## src/rtl/pwm_bank_pkg.sv

```systemverilog
package pwm_bank_pkg;

    // Register index inside a channel slot (address bits 3:2)
    localparam int NREG     = 4;
    localparam int REG_CTRL = 0;
    localparam int REG_PSC  = 1;
    localparam int REG_PER  = 2;
    localparam int REG_DUTY = 3;

    // Control field positions
    localparam int CTRL_W   = 6;
    localparam int CB_EN    = 0;
    localparam int CB_INV   = 1;
    localparam int CB_AUTO  = 2;
    localparam int CB_STOP  = 3;
    localparam int CB_LDPSC = 4;
    localparam int CB_LDPER = 5;

    // Stride between channel slots in bytes, and status lane width per channel
    localparam int SLOT_BYTES = 16;
    localparam int STAT_LANE  = 8;

    typedef enum logic [1:0] {
        ST_IDLE  = 2'd0,
        ST_RUN   = 2'd1,
        ST_DRAIN = 2'd2
    } chan_state_e;

endpackage

```

## src/rtl/pwm_pend.sv

```systemverilog
// Fixed-length transfer delay for one register; busy while a write is in flight.
module pwm_pend #(
    parameter int SYNC_CYC = 4
) (
    input  logic clk,
    input  logic rst_n,
    input  logic wr,
    output logic busy,
    output logic commit
);
    localparam int CW = $clog2(SYNC_CYC + 1);

    logic [CW-1:0] left_q;

    always_ff @(posedge clk) begin
        if (!rst_n) begin
            left_q <= '0;
        end else if (wr) begin
            left_q <= CW'(SYNC_CYC);
        end else if (left_q != '0) begin
            left_q <= left_q - 1'b1;
        end
    end

    assign busy   = (left_q != '0);
    assign commit = (left_q == CW'(1)) && !wr;

    // a captured write is visible as pending on the next cycle
    p_pend_set_r4 : assert property (@(posedge clk) disable iff (!rst_n)
        wr |=> busy);

    // the transfer edge ends the pending window
    p_commit_clear_r4 : assert property (@(posedge clk) disable iff (!rst_n)
        commit |=> !busy);

endmodule

```

## src/rtl/pwm_chan.sv

```systemverilog
module pwm_chan
    import pwm_bank_pkg::*;
#(
    parameter int PSC_W    = 10,
    parameter int PER_W    = 12,
    parameter int VW       = 12,
    parameter int SYNC_CYC = 4
) (
    input  logic            clk,
    input  logic            rst_n,
    input  logic [NREG-1:0] wr,
    input  logic [VW-1:0]   wdata,
    input  logic [1:0]      rd_sel,
    output logic [VW-1:0]   rd_val,
    output logic [NREG-1:0] pend,
    output logic            pwm
);

    logic [NREG-1:0] commit;

    genvar r;
    generate
        for (r = 0; r < NREG; r++) begin : g_pend
            pwm_pend #(.SYNC_CYC(SYNC_CYC)) u_pend (
                .clk    (clk),
                .rst_n  (rst_n),
                .wr     (wr[r]),
                .busy   (pend[r]),
                .commit (commit[r])
            );
        end
    endgenerate

    // ---------------- programmed (bus-visible) registers ----------------
    logic [CTRL_W-1:0] prog_ctrl;
    logic [PSC_W-1:0]  prog_psc;
    logic [PER_W-1:0]  prog_per;
    logic [PER_W-1:0]  prog_duty;

    always_ff @(posedge clk) begin
        if (!rst_n) begin
            prog_ctrl <= '0;
            prog_psc  <= '0;
            prog_per  <= '0;
            prog_duty <= '0;
        end else begin
            if (wr[REG_CTRL]) prog_ctrl <= wdata[CTRL_W-1:0];
            if (wr[REG_PSC])  prog_psc  <= wdata[PSC_W-1:0];
            if (wr[REG_PER])  prog_per  <= wdata[PER_W-1:0];
            if (wr[REG_DUTY]) prog_duty <= wdata[PER_W-1:0];
        end
    end

    always_comb begin
        unique case (rd_sel)
            2'd0:    rd_val = VW'(prog_ctrl);
            2'd1:    rd_val = VW'(prog_psc);
            2'd2:    rd_val = VW'(prog_per);
            default: rd_val = VW'(prog_duty);
        endcase
    end

    // ---------------- effective control, shadows, active values ----------------
    logic [CTRL_W-1:0] eff_ctrl, ctrl_nx;
    logic [PSC_W-1:0]  sh_psc, sh_psc_n, act_psc;
    logic [PER_W-1:0]  sh_per, sh_per_n, act_per;
    logic [PER_W-1:0]  sh_duty, sh_duty_n, act_duty;
    logic              auto_ld, dir_psc, dir_per, dir_duty;

    chan_state_e       state_q, state_d;
    logic [PSC_W-1:0]  pc_q;
    logic [PER_W-1:0]  cnt_q;
    logic              running, tick, wrap;

    assign ctrl_nx   = commit[REG_CTRL] ? prog_ctrl : eff_ctrl;
    assign auto_ld   = eff_ctrl[CB_AUTO];
    assign dir_psc   = !auto_ld || eff_ctrl[CB_LDPSC];
    assign dir_per   = !auto_ld || eff_ctrl[CB_LDPER];
    assign dir_duty  = !auto_ld;

    assign sh_psc_n  = commit[REG_PSC]  ? prog_psc  : sh_psc;
    assign sh_per_n  = commit[REG_PER]  ? prog_per  : sh_per;
    assign sh_duty_n = commit[REG_DUTY] ? prog_duty : sh_duty;

    assign running   = (state_q != ST_IDLE);
    assign tick      = running && (pc_q >= act_psc);
    assign wrap      = tick && (cnt_q >= act_per);

    always_ff @(posedge clk) begin
        if (!rst_n) begin
            eff_ctrl <= '0;
            sh_psc   <= '0;
            sh_per   <= '0;
            sh_duty  <= '0;
            act_psc  <= '0;
            act_per  <= '0;
            act_duty <= '0;
        end else begin
            eff_ctrl <= ctrl_nx;
            sh_psc   <= sh_psc_n;
            sh_per   <= sh_per_n;
            sh_duty  <= sh_duty_n;

            if (commit[REG_PSC] && dir_psc)      act_psc <= prog_psc;
            else if (auto_ld && wrap)            act_psc <= sh_psc_n;

            if (commit[REG_PER] && dir_per)      act_per <= prog_per;
            else if (auto_ld && wrap)            act_per <= sh_per_n;

            if (commit[REG_DUTY] && dir_duty)    act_duty <= prog_duty;
            else if (auto_ld && wrap)            act_duty <= sh_duty_n;
        end
    end

    // ---------------- state register ----------------
    always_ff @(posedge clk) begin
        if (!rst_n) state_q <= ST_IDLE;
        else        state_q <= state_d;
    end

    // ---------------- next-state logic ----------------
    always_comb begin
        state_d = state_q;
        unique case (state_q)
            ST_IDLE: begin
                if (ctrl_nx[CB_EN]) state_d = ST_RUN;
            end
            ST_RUN: begin
                if (!ctrl_nx[CB_EN]) state_d = ctrl_nx[CB_STOP] ? ST_IDLE : ST_DRAIN;
            end
            ST_DRAIN: begin
                if (ctrl_nx[CB_EN])        state_d = ST_RUN;
                else if (ctrl_nx[CB_STOP]) state_d = ST_IDLE;
                else if (wrap)             state_d = ST_IDLE;
            end
            default: state_d = ST_IDLE;
        endcase
    end

    // ---------------- counters ----------------
    always_ff @(posedge clk) begin
        if (!rst_n) begin
            pc_q  <= '0;
            cnt_q <= '0;
        end else if (state_d == ST_IDLE || state_q == ST_IDLE) begin
            pc_q  <= '0;
            cnt_q <= '0;
        end else if (tick) begin
            pc_q  <= '0;
            cnt_q <= wrap ? '0 : cnt_q + 1'b1;
        end else begin
            pc_q  <= pc_q + 1'b1;
        end
    end

    // ---------------- output process ----------------
    always_comb begin
        pwm = (running && (cnt_q < act_duty)) ^ eff_ctrl[CB_INV];
    end

    // an idle channel sits at its inactive level, set by the invert bit
    p_idle_level_r8 : assert property (@(posedge clk) disable iff (!rst_n)
        (state_q == ST_IDLE) |-> (pwm == eff_ctrl[CB_INV]));

    // disable with stop-now lands in IDLE with cleared count on the transfer edge
    p_stop_now_r10 : assert property (@(posedge clk) disable iff (!rst_n)
        (commit[REG_CTRL] && !prog_ctrl[CB_EN] && prog_ctrl[CB_STOP])
        |=> (state_q == ST_IDLE && cnt_q == '0 && pc_q == '0));

    // counting starts from zero whenever the channel leaves IDLE
    p_start_zero_r9 : assert property (@(posedge clk) disable iff (!rst_n)
        $rose(running) |-> (cnt_q == '0 && pc_q == '0));

    // a draining channel stops at the wrap unless re-enabled or stopped
    p_drain_done_r11 : assert property (@(posedge clk) disable iff (!rst_n)
        (state_q == ST_DRAIN && wrap && !ctrl_nx[CB_EN]) |=> (state_q == ST_IDLE));

endmodule

```

## src/rtl/pwm_bank.sv

```systemverilog
module pwm_bank
    import pwm_bank_pkg::*;
#(
    parameter int NCH      = 2,
    parameter int SLOTS    = 4,
    parameter int PSC_W    = 10,
    parameter int PER_W    = 12,
    parameter int SYNC_CYC = 4,
    parameter int AW       = 7,
    parameter int DW       = 32
) (
    input  logic           clk,
    input  logic           rst_n,
    input  logic [AW-1:0]  bus_addr,
    input  logic           bus_we,
    input  logic [DW-1:0]  bus_wdata,
    output logic [DW-1:0]  bus_rdata,
    output logic [NCH-1:0] pwm_out
);
    localparam int STAT_ADDR = SLOTS * SLOT_BYTES;
    localparam int SLOT_W    = $clog2(SLOTS);
    localparam int VW        = (PER_W > PSC_W) ? PER_W : PSC_W;
    localparam logic [AW-1:0] STAT_A = AW'(STAT_ADDR);

    logic              in_space, stat_hit, unimpl;
    logic [SLOT_W-1:0] slot;
    logic [1:0]        rsel;
    logic              unused_bits;

    assign in_space    = (bus_addr < STAT_A);
    assign stat_hit    = (bus_addr[AW-1:2] == STAT_A[AW-1:2]);
    assign slot        = bus_addr[4 +: SLOT_W];
    assign rsel        = bus_addr[3:2];
    assign unimpl      = !stat_hit && !(in_space && (int'(slot) < NCH));
    assign unused_bits = ^{bus_wdata[DW-1:VW], bus_addr[1:0]};

    logic [NREG-1:0] ch_wr    [NCH];
    logic [NREG-1:0] pend_all [NCH];
    logic [VW-1:0]   chan_rd  [NCH];

    genvar c;
    generate
        for (c = 0; c < NCH; c++) begin : g_ch
            assign ch_wr[c] = (bus_we && in_space && slot == SLOT_W'(c))
                              ? (NREG'(1) << rsel) : '0;

            pwm_chan #(
                .PSC_W    (PSC_W),
                .PER_W    (PER_W),
                .VW       (VW),
                .SYNC_CYC (SYNC_CYC)
            ) u_chan (
                .clk    (clk),
                .rst_n  (rst_n),
                .wr     (ch_wr[c]),
                .wdata  (bus_wdata[VW-1:0]),
                .rd_sel (rsel),
                .rd_val (chan_rd[c]),
                .pend   (pend_all[c]),
                .pwm    (pwm_out[c])
            );
        end
    endgenerate

    always_comb begin
        bus_rdata = '0;
        if (stat_hit) begin
            for (int k = 0; k < NCH; k++) begin
                bus_rdata[STAT_LANE*k +: NREG] = pend_all[k];
            end
        end else if (in_space) begin
            for (int k = 0; k < NCH; k++) begin
                if (slot == SLOT_W'(k)) bus_rdata = DW'(chan_rd[k]);
            end
        end
    end

    // reserved slots and addresses past the status word read as zero
    p_unimpl_zero_r2 : assert property (@(posedge clk) disable iff (!rst_n)
        unimpl |-> (bus_rdata == '0));

endmodule

```

## config.mk

```make
export PLATFORM = sky130hd
export DESIGN_NAME = pwm_bank
export DESIGN_NICKNAME = d
export VERILOG_FILES = /design/src/rtl/pwm_bank_pkg.sv /design/src/rtl/pwm_pend.sv /design/src/rtl/pwm_chan.sv /design/src/rtl/pwm_bank.sv
export SDC_FILE = /design/constraint.sdc
export NUM_CORES = 1
export LEC_CHECK = 0
export BUFFER_PORTS_ARGS = -buffer_cell sky130_fd_sc_hd__buf_2
export CORE_ASPECT_RATIO = 0.75
export CORE_MARGIN = 2
export CORE_UTILIZATION = 40
export CTS_CLUSTER_SIZE = 40
export DETAILED_ROUTE_END_ITERATION = 10
export PLACE_DENSITY = 0.54
export SKIP_LAST_GASP = 1
export SYNTH_ARGS = -nofsm -noshare
export SYNTH_HDL_FRONTEND = slang
export SYNTH_SLANG_ARGS = --single-unit
```

## constraint.sdc

```tcl
create_clock -name clk -period 6.35 [get_ports clk]
set_input_delay 0.3175 -clock clk [delete_from_list [all_inputs] [get_ports clk]]
set_output_delay 0.3175 -clock clk [all_outputs]
set_load 0.02 [all_outputs]
```

# Word level (Yosys, flattened, before mapping)
# Index checks and enable logic that the tools add are counted.
classes:
  n_addsub: 12
  order_cmp: 7
  eq_ne: 16
  shifts: 1
  muxes: 63
  bitwise: 3
  n_reduce_logical: 83
op_table:
  columns: ["operator", "n"]
  rows:
  - ["$mux 12", 16]
  - ["$pmux 12 s3", 2]
  - ["$mux 10", 6]
  - ["$mux 3", 16]
  - ["$mux 32", 1]
  - ["$reduce_bool 2->1", 16]
  - ["$mux 4", 7]
  - ["$logic_and 1x1->1", 25]
  - ["$add 12x1->12 const B", 2]
  - ["$eq 3x1->1 const B", 8]
  - ["$ge 12x12->1", 2]
  - ["$lt 12x12->1", 2]
  - ["$mux 2", 12]
  - ["$reduce_bool 3->1", 8]
  - ["$sub 3x1->3 const B", 8]
  - ["$add 10x1->10 const B", 2]
  - ["$ge 10x10->1", 2]
  - ["$mux 20", 1]
  - ["$reduce_or 2->1", 10]
  - ["$logic_not 2->1", 6]
  - ["$pmux 2 s3", 2]
  - ["$logic_not 1->1", 10]
  - ["$eq 2x1->1 const B", 4]
  - ["$lt 7x7->1 const B", 1]
  - ["7 further kinds", 16]
totals:
  reg_bits: 300
  in_bits: 42
  out_inout_bits: 34
  word_cells: 231

# Longest topological paths before layout
# Gate-level depths: netlist of run 1.
depth:
  ltp_word: 13
  ltp_mapped: 10
  depth_no_buf: 8

# Cells and area by module
# A second synthesis of run 1 with hierarchy kept.
unflattened:
  cells_unflattened: 1483
  area_unflattened_um2: 15019.4
modules_own_cells:
  columns: ["mod", "n_inst", "cells_each", "area_each_um2", "seq_area_each_um2"]
  rows:
  - ["pwm_chan", 2, 628, 6510.0, 2762.6]
  - ["pwm_pend", 8, 19, 185.2, 60.1]
  - ["pwm_bank", 1, 75, 518.0, 0.0]

# Least setup slack after synthesis of run 1
# OpenSTA, ideal clock, no wires.
synth_path:
  path_type: "register to register"
  startpoint: "register g_ch[0].u_chan.cnt_q[0]"
  endpoint: "register g_ch[0].u_chan.act_per[8]"
  setup_time_ns: 0.124
  arrival_ns: 2.421
  t_required_ns: 6.226
  path_slack_ns: 3.805
  stages_incl_launch_ff: 11
  path_buffers: 2
  synth_period_minus_slack_ns: 2.545
  path_cell_list: "dfxtp_1 -> inv_1 -> ha_1 -> nand2b_1 -> a2111oi_0 -> o21bai_1 -> nor2_1 -> clkbuf_1 -> buf_1 -> nor4_1 -> a2111o_1"
synth_via:
  elab_chain_cells: 4
synth_rtl:
  columns: ["element", "line_no", "text"]
  rows:
  - ["start, declared", "pwm_chan.sv:72", "logic [PER_W-1:0] cnt_q;"]
  - ["start signal, assigned", "pwm_chan.sv:150", "cnt_q <= wrap ? '0 : cnt_q + 1'b1;"]
  - ["$ge 12x12->1", "pwm_chan.sv:87", "assign wrap = tick && (cnt_q >= act_per);"]
  - ["$logic_and 1x1->1", "pwm_chan.sv:87", null]
  - ["$logic_and 1x1->1", "pwm_chan.sv:108", "else if (auto_ld && wrap) act_per <= sh_per_n;"]
  - ["$reduce_bool 2->1 (no line)", null, null]
  - ["end signal, assigned", "pwm_chan.sv:107", "if (commit[REG_PER] && dir_per) act_per <= prog_per;"]
  - ["end signal, assigned", "pwm_chan.sv:108", null]
  - ["end, declared", "pwm_chan.sv:66", "logic [PER_W-1:0] sh_per, sh_per_n, act_per;"]
# Every way passes these cells.
# A chain may end at the register's enable or synchronous reset.

# Final worst setup path of run 1
layout_path:
  startpoint: "register g_ch[0].u_chan.cnt_q[0]"
  endpoint: "register g_ch[0].u_chan.act_duty[7]"
layout_via:
  elab_chain_cells: 4
layout_rtl:
  columns: ["element", "line_no", "text"]
  rows:
  - ["$ge 12x12->1", "pwm_chan.sv:87", null]
  - ["$logic_and 1x1->1", "pwm_chan.sv:87", null]
  - ["$logic_and 1x1->1", "pwm_chan.sv:111", "else if (auto_ld && wrap) act_duty <= sh_duty_n;"]
  - ["$reduce_bool 2->1 (no line)", null, null]
  - ["end signal, assigned", "pwm_chan.sv:110", "if (commit[REG_DUTY] && dir_duty) act_duty <= prog_duty;"]
  - ["end signal, assigned", "pwm_chan.sv:111", null]
  - ["end, declared", "pwm_chan.sv:67", "logic [PER_W-1:0] sh_duty, sh_duty_n, act_duty;"]
# Every way passes these cells.

==> results of run 1 <==
logic make-up (layout without fill, tap and decap cells):
logic type                 after synthesis  count (layout)
buffers and inverters                  243             234
xor gates and xnor gates                30              30
and+or+nand+nor                        645             645
AOI/OAI and AO/OA                      320             320
other                                    1              21
DFF                                    300             300
adders and majority gates               94              94
muxes                                  115             115
routing by layer:
layer	up-vias	share of wire, %
li1	6054	-
met1	5895	51
met2	279	42
met3	52	5.1
met4	0	2.0
met5	-	0
registers in the layout, summed over array words and instances, names as in the netlist, 24 cells and up:
| signal | cells |
|---|---|
| g_ch.u_chan.act_duty | 24 |
| g_ch.u_chan.act_per | 24 |
| g_ch.u_chan.cnt_q | 24 |
| g_ch.u_chan.g_pend.u_pend.left_q | 24 |
| g_ch.u_chan.prog_duty | 24 |
| g_ch.u_chan.prog_per | 24 |
| g_ch.u_chan.sh_duty | 24 |
| g_ch.u_chan.sh_per | 24 |
synth_stat cells (10+ instances only):
| cell | instances |
|---|---|
| dfxtp_1 | 300 |
| xnor2_1 | 19 |
| o32ai_1 | 26 |
| nand2b_1 | 23 |
| mux2_2 | 40 |
| o21ai_0 | 20 |
| mux2i_1 | 67 |
| nor2_1 | 146 |
| buf_2 | 10 |
| and3_1 | 25 |
| a2111o_1 | 19 |
| nand2_1 | 274 |
| nor4_1 | 41 |
| clkbuf_1 | 73 |
| a221o_1 | 17 |
| inv_1 | 116 |
| or4_1 | 10 |
| xor2_1 | 11 |
| buf_4 | 29 |
| nand3_1 | 52 |
| ha_1 | 94 |
| buf_1 | 11 |
| nor3_1 | 20 |
| a21oi_1 | 142 |
| a211oi_1 | 15 |
power by group through the flow:
stage / Combinational [mW] / Clock, mW / Sequential (mW)
after floorplan: 0.690 / 0 / 2.04
after global placement: 0.870 / 0 / 2.05
after detailed placement: 0.888 / 0 / 2.05
after CTS: 0.891 / 1.93 / 2.01
after global routing: 0.993 / 2.00 / 2.02
final: 0.892 / 1.89 / 2.01
critical path: cells and delay by family, from the launching register on:
kind	cells	cell delay (ps)
AOI/OAI and AO/OA	4	1800
adders and majority gates	1	290
buffers and inverters	1	90
DFF	1	460
and+or+nand+nor	2	600
path summary, 6_finish.rpt:
path,startpoint,to,slack [ps],depth (start not counted)
hold / removal,bus_wdata[11],g_ch[0].u_chan.prog_per[11]$_SDFFE_PN0P_,90,3
hold reg to reg,g_ch[0].u_chan.sh_duty[6]$_SDFF_PN0_,g_ch[0].u_chan.sh_duty[6]$_SDFF_PN0_,460,2
setup reg to reg,g_ch[0].u_chan.cnt_q[0]$_SDFFE_PP0P_,g_ch[0].u_chan.act_duty[7]$_SDFFE_PN0P_,3040,8
setup / recovery,g_ch[0].u_chan.cnt_q[0]$_SDFFE_PP0P_,g_ch[0].u_chan.act_duty[7]$_SDFFE_PN0P_,3040,8
layout make-up:
cell class	count	area, um^2
diodes	1	2.50
inverters	119	452
well taps	504	631
clock buffers	53	1030
flip-flops and latches	300	6010
fillers	3627	20500
repair buffers	57	358
clock inverters	5	31.3
multi-input cells	1224	8040
through the flow:
stage	cell area (um^2)	utilization [%]	instances
after global routing	16500	44.7	2263
after global placement	15500	41.8	2204
after floorplan	15100	-	1767
after detailed placement	15500	41.8	2204
final	16500	44.7	2263
after CTS	16500	44.7	2262
==> results.md, run 1 <==
- Status: finished clean
- Switching share of power: 29.2%
- Hold-fix buffers, CTS: 0
- RePlAce Congestion: 0.806
- Nets: 1,872
- Startpoint types: flop
- Peak VDD IR: 202 uV
- Internal power: 3.40 mW
- Clock Latency Late Sink: 520 ps
- Flop pwr share: 42.0%
- Final setup margin: 3040 ps
- CTS Sinks: 300
- Largest net degree at the start of global routing: 124
- Hold_ws: 88.0 ps
- Synth Area in Adders: 7.85%
- Via count: 12,300
- Xor/xnor cell area share of the yosys netlist: 1.75%
- I/O Buffers: 33
- WP data arrival: 3770 ps
- Slew headroom: 21.2%
- # DRC: 0
- Pwr Density: 290 nW/um^2
- Post-Synth Simple-Gate Area: 20.1%
- Clock Tree Buf Depth: 3
- Initial antenna violation count: 1
- HPWL after detailed placement: 28,700 um
- Post-CTS Setup Inserts: 0
- Asr flop ratio synth: 0%
- Num ports: 76
- Post-CTS Resized: 0
- Cell taking the most area after synthesis: dfxtp_1
- # Max-Cap Violations: 0
- #FFs+latches synth: 300
- Num rows: 61
- Syn Inst Count: 1,748
- Area of the die: 39,000 um^2
- DP Worst Slack: 2780 ps
- Met2 usage: 31.0%
- Hold crit path type: primary input to flop
- Net switching power: 1.40 mW
- Crit path max fanout: 13
- WL/cell: 18.1 um
- Post-synthesis compound-gate area fraction: 14.6%
- Layout Area Growth over Synthesis: 10.4%
- Met1 usage: 32.3%
- Ranking of synthesized cells by area: dfxtp_1, ha_1, nand2_1
- GRT Residual Overflow: 0
- Root Buffer: clkbuf_16
- Share of post-route cells with drive strength above 1: 10.3%
- CTS clk-pin slew, worst paths: 60 ps
- Worst path max stage delay: 820 ps
- Die Wd: 228 um
- Fmax: 0.302 GHz
- CP max-delay cell: a211oi_2
- Synth warnings: 0
- Syn Std Cell Area: 15,000 um^2
- Main combinational cell family by area after synthesis: simple AND/OR/NAND/NOR gates
- Placeable Area: 37,000 um^2
- CP required: 6810 ps
- First-pass GRT wire length: 64,500 um
- Worst slew pin tran: 1170 ps
- Iter 0 DRT Violations: 1,011
- EDFF count, synth: 0
- Crit. End Element: flop
- Most common cell after layout, fill and taps aside: dfxtp_1
- Antenna viol nets, final: 0
- Die Y: 172 um
- Final clock skew: 14.4 ps
- Commonest cells after routing, fill and taps aside: dfxtp_1, nand2_1, nor2_1
- CTS buffer count: 34
- Critical path class: flop to flop
- CTS H-Tree Depth: 2
- Final Cycle Share: 52.2%
- Met3 usage: 2.96%
- Crit-path cells: inv_1 -> ha_1 -> nand2b_1 -> a2111oi_0 -> o21bai_1 -> or2_2 -> a211oi_2 -> a221o_1
- Setup violators final: 0
- Most Crowded Layer GR: met1
- Unrepaired setup endpoints after global routing: false
- Count of final hold-check violations: 0
- Leakage: 6.42 nW
- GRT Total Usage: 21.2%
- Min cycle time layout: 3310 ps
- Via density: 5.43
- Starting Density: 40.5%
- Setup TNS: 0 ps
- Pins Over Slew Limit: 0
- Vias in the first global route: 11,500
- Post-synthesis mux area share: 8.68%
- Combinational Power Share: 18.6%
- Clock network power share: 39.4%
- Detailed-router iteration count before antenna repair: 8
- CTS tree: built
- Top_reg_cell synth: dfxtp_1
- Total Power: 4.79 mW
- Proportion of netlist area held by the largest area contributor: 40.1%
- Register area share after synthesis: 40.1%
- Netlist cell types: 69
- Syn Area/Cell: 8.57 um^2
- Routed wire length: 40,900 um
No activity file was read; power rests on OpenSTA's default activity.
==> run 2, diff against run 1 <==
--- a/config.mk
+++ b/config.mk
@@ -11,7 +11,7 @@
 export CORE_UTILIZATION = 40
 export CTS_CLUSTER_SIZE = 40
 export DETAILED_ROUTE_END_ITERATION = 10
-export PLACE_DENSITY = 0.54
+export PLACE_DENSITY = 0.56
 export SKIP_LAST_GASP = 1
 export SYNTH_ARGS = -nofsm -noshare
 export SYNTH_HDL_FRONTEND = slang
==> constraint.sdc (replaced) <==
create_clock -name clk -period 3 [get_ports clk]
set_input_delay 0.15 -clock clk [delete_from_list [all_inputs] [get_ports clk]]
set_output_delay 0.15 -clock clk [all_outputs]
set_load 0.02 [all_outputs]
==> results.md, run 2 (synthesis gave the netlist of run 1 again) <==
- Worst slew pin tran: 878 ps
- Final clock skew: 6.27 ps
- Pwr Density: 623 nW/um^2
- Commonest cells after routing, fill and taps aside: dfxtp_1, nand2_1, nor2_1
- WL/cell: 17.9 um
- Share of post-route cells with drive strength above 1: 12.0%
- Slew headroom: 41.3%
- Die Wd: 228 um
- HPWL after detailed placement: 29,300 um
- Diodes inserted: 0
- Vias in the first global route: 11,500
- Fmax: 0.362 GHz
- Worst path max stage delay: 500 ps
- WP data arrival: 2610 ps
- Starting Density: 40.5%
- Via count: 12,500
- CP bufs+invs: 1
- Num ports: 76
- First-pass GRT wire length: 64,500 um
- Initial antenna violation count: 0
- Combinational Power Share: 18.8%
- Nets: 1,906
- Largest net degree at the start of global routing: 79
- Pins Over Slew Limit: 0
- CP required: 2850 ps
- Layout Area Growth over Synthesis: 12.7%
- Critical path class: flop to output pin
- Area of the die: 39,000 um^2
- Crit-path cells: ha_1 -> a2111oi_1 -> o21ai_0 -> a21oi_1 -> o21ai_0 -> xnor2_1 -> buf_2
- Setup violators final: 0
- GRT Total Usage: 21.2%
- Final Cycle Share: 92.1%
- Finished Cell Area: 16,900 um^2
- Switching share of power: 29.0%
- Unrepaired setup endpoints after global routing: false
- # Max-Cap Violations: 0
- Iter 0 DRT Violations: 1,081
- Hold crit path type: primary input to flop
- CTS H-Tree Depth: 2
- Routed wire length: 41,200 um
- Internal power: 7.47 mW
- Clock Tree Buf Depth: 3
- # DRC: 0
- Crit. End Element: output pin
- Crit path max fanout: 6
- Peak VDD IR: 385 uV
- Startpoint types: flop
- Layout Cells excl Fill: 2,297
- Top delay family on crit path: compound AO/OA/AOI/OAI gates
- Clock network power share: 40.7%
- Setup TNS: 0 ps
- Num rows: 61
- Root Buffer: clkbuf_16
- Clock Latency Late Sink: 510 ps
- Status: finished clean
- Antenna viol nets, final: 0
- Placeable Area: 37,000 um^2
- Count of final hold-check violations: 0
- GRT Residual Overflow: 0
- RePlAce Congestion: 0.833
- CTS clk-pin slew, worst paths: 60 ps
- Net switching power: 3.05 mW
- CTS Sinks: 300
- Placed instance count: 2,232
- Most common cell after layout, fill and taps aside: dfxtp_1
- Post-CTS Setup Inserts: 0
- Worst path most repeated cell: o21ai_0
- CP max-delay cell: dfxtp_1
- Leakage: 6.64 nW
- Flop pwr share: 40.5%
- Via density: 5.43
- Min cycle time layout: 2760 ps
- Die Y: 172 um
- Detailed-router iteration count before antenna repair: 8
- Area after DPL: 15,700 um^2
- CTS buffer count: 35
- I/O Buffers: 33
- Total Power: 10.5 mW
- CTS tree: built
- R2R setup slack: 260 ps
run 2: cell count changes in the layout (fill, tap and decap cells not counted), moves of 2 or more:
cell | before | now
bufinv_16 | 0 | 2
clkinv_2 | 3 | 8
clkbuf_1 | 12 | 6
buf_4 | 23 | 50
clkbuf_8 | 4 | 7
dlygate4sd3_1 | 0 | 5
run 2: timing repair:
action | in CTS | in global routing
endpoints found under the setup margin | 0 | 1
resized for setup | 0 | 1
hold buffers | 5 | 0
endpoints found under the hold margin | 21 | 0
run 2: power groups by stage:
stage	Clock [mW]	Sequential, mW	Combinational, mW
2_1_floorplan	0	4.32	1.46
3_3_place_gp	0	4.34	1.90
3_5_place_dp	0	4.34	1.96
4_1_cts	4.36	4.26	1.98
5_1_grt	4.52	4.28	2.18
6_report	4.28	4.26	1.98
run 2: final timing paths:
kind / from / end / cells past startpoint
hold reg to reg: g_ch[0].u_chan.sh_duty[2]$_SDFF_PN0_ / g_ch[0].u_chan.sh_duty[2]$_SDFF_PN0_ / 2
setup / recovery: g_ch[1].u_chan.cnt_q[7]$_SDFFE_PP0P_ / pwm_out[1] / 7
setup reg to reg: g_ch[0].u_chan.cnt_q[0]$_SDFFE_PP0P_ / g_ch[0].u_chan.act_duty[6]$_SDFFE_PN0P_ / 9
hold / removal: bus_wdata[9] / g_ch[0].u_chan.prog_duty[9]$_SDFFE_PN0P_ / 3
run 2: final cells by class:
class	instances	area [um^2]
clock buffer	50	1040
timing repair buffer	90	631
inverter	119	452
clock inverter	10	100
sequential	300	6010
tap	504	631
multi-input combinational	1224	8030
fill	3596	20100
run 2: worst register-to-register path: cells and delay by family, from the launching register on:
kind | cells | cell delay [ps]
compound gates | 4 | 1100
fa+ha+maj | 1 | 290
buf+inv | 2 | 320
flops | 1 | 410
simple gates | 2 | 560
run 2: stage by stage:
step | hold slack, ps | setup WS (ps) | util [%]
after floorplan | 286 | 455 | -
after global routing | 23.0 | 15.1 | 45.6
after global placement | 437 | 288 | 42.4
after CTS | 1.26 | 197 | 45.6
after detailed placement | 444 | 355 | 42.4
final | 30.4 | 238 | 45.6
run 2: layer usage:
layer / vias to the layer above / GRT usage [%] / routed length (um)
met5: - / 0 / 0
met4: 0 / 5.40 / 796
met3: 51 / 3.91 / 2790
met2: 299 / 30.6 / 17000
met1: 5997 / 31.9 / 20600
li1: 6115 / - / -
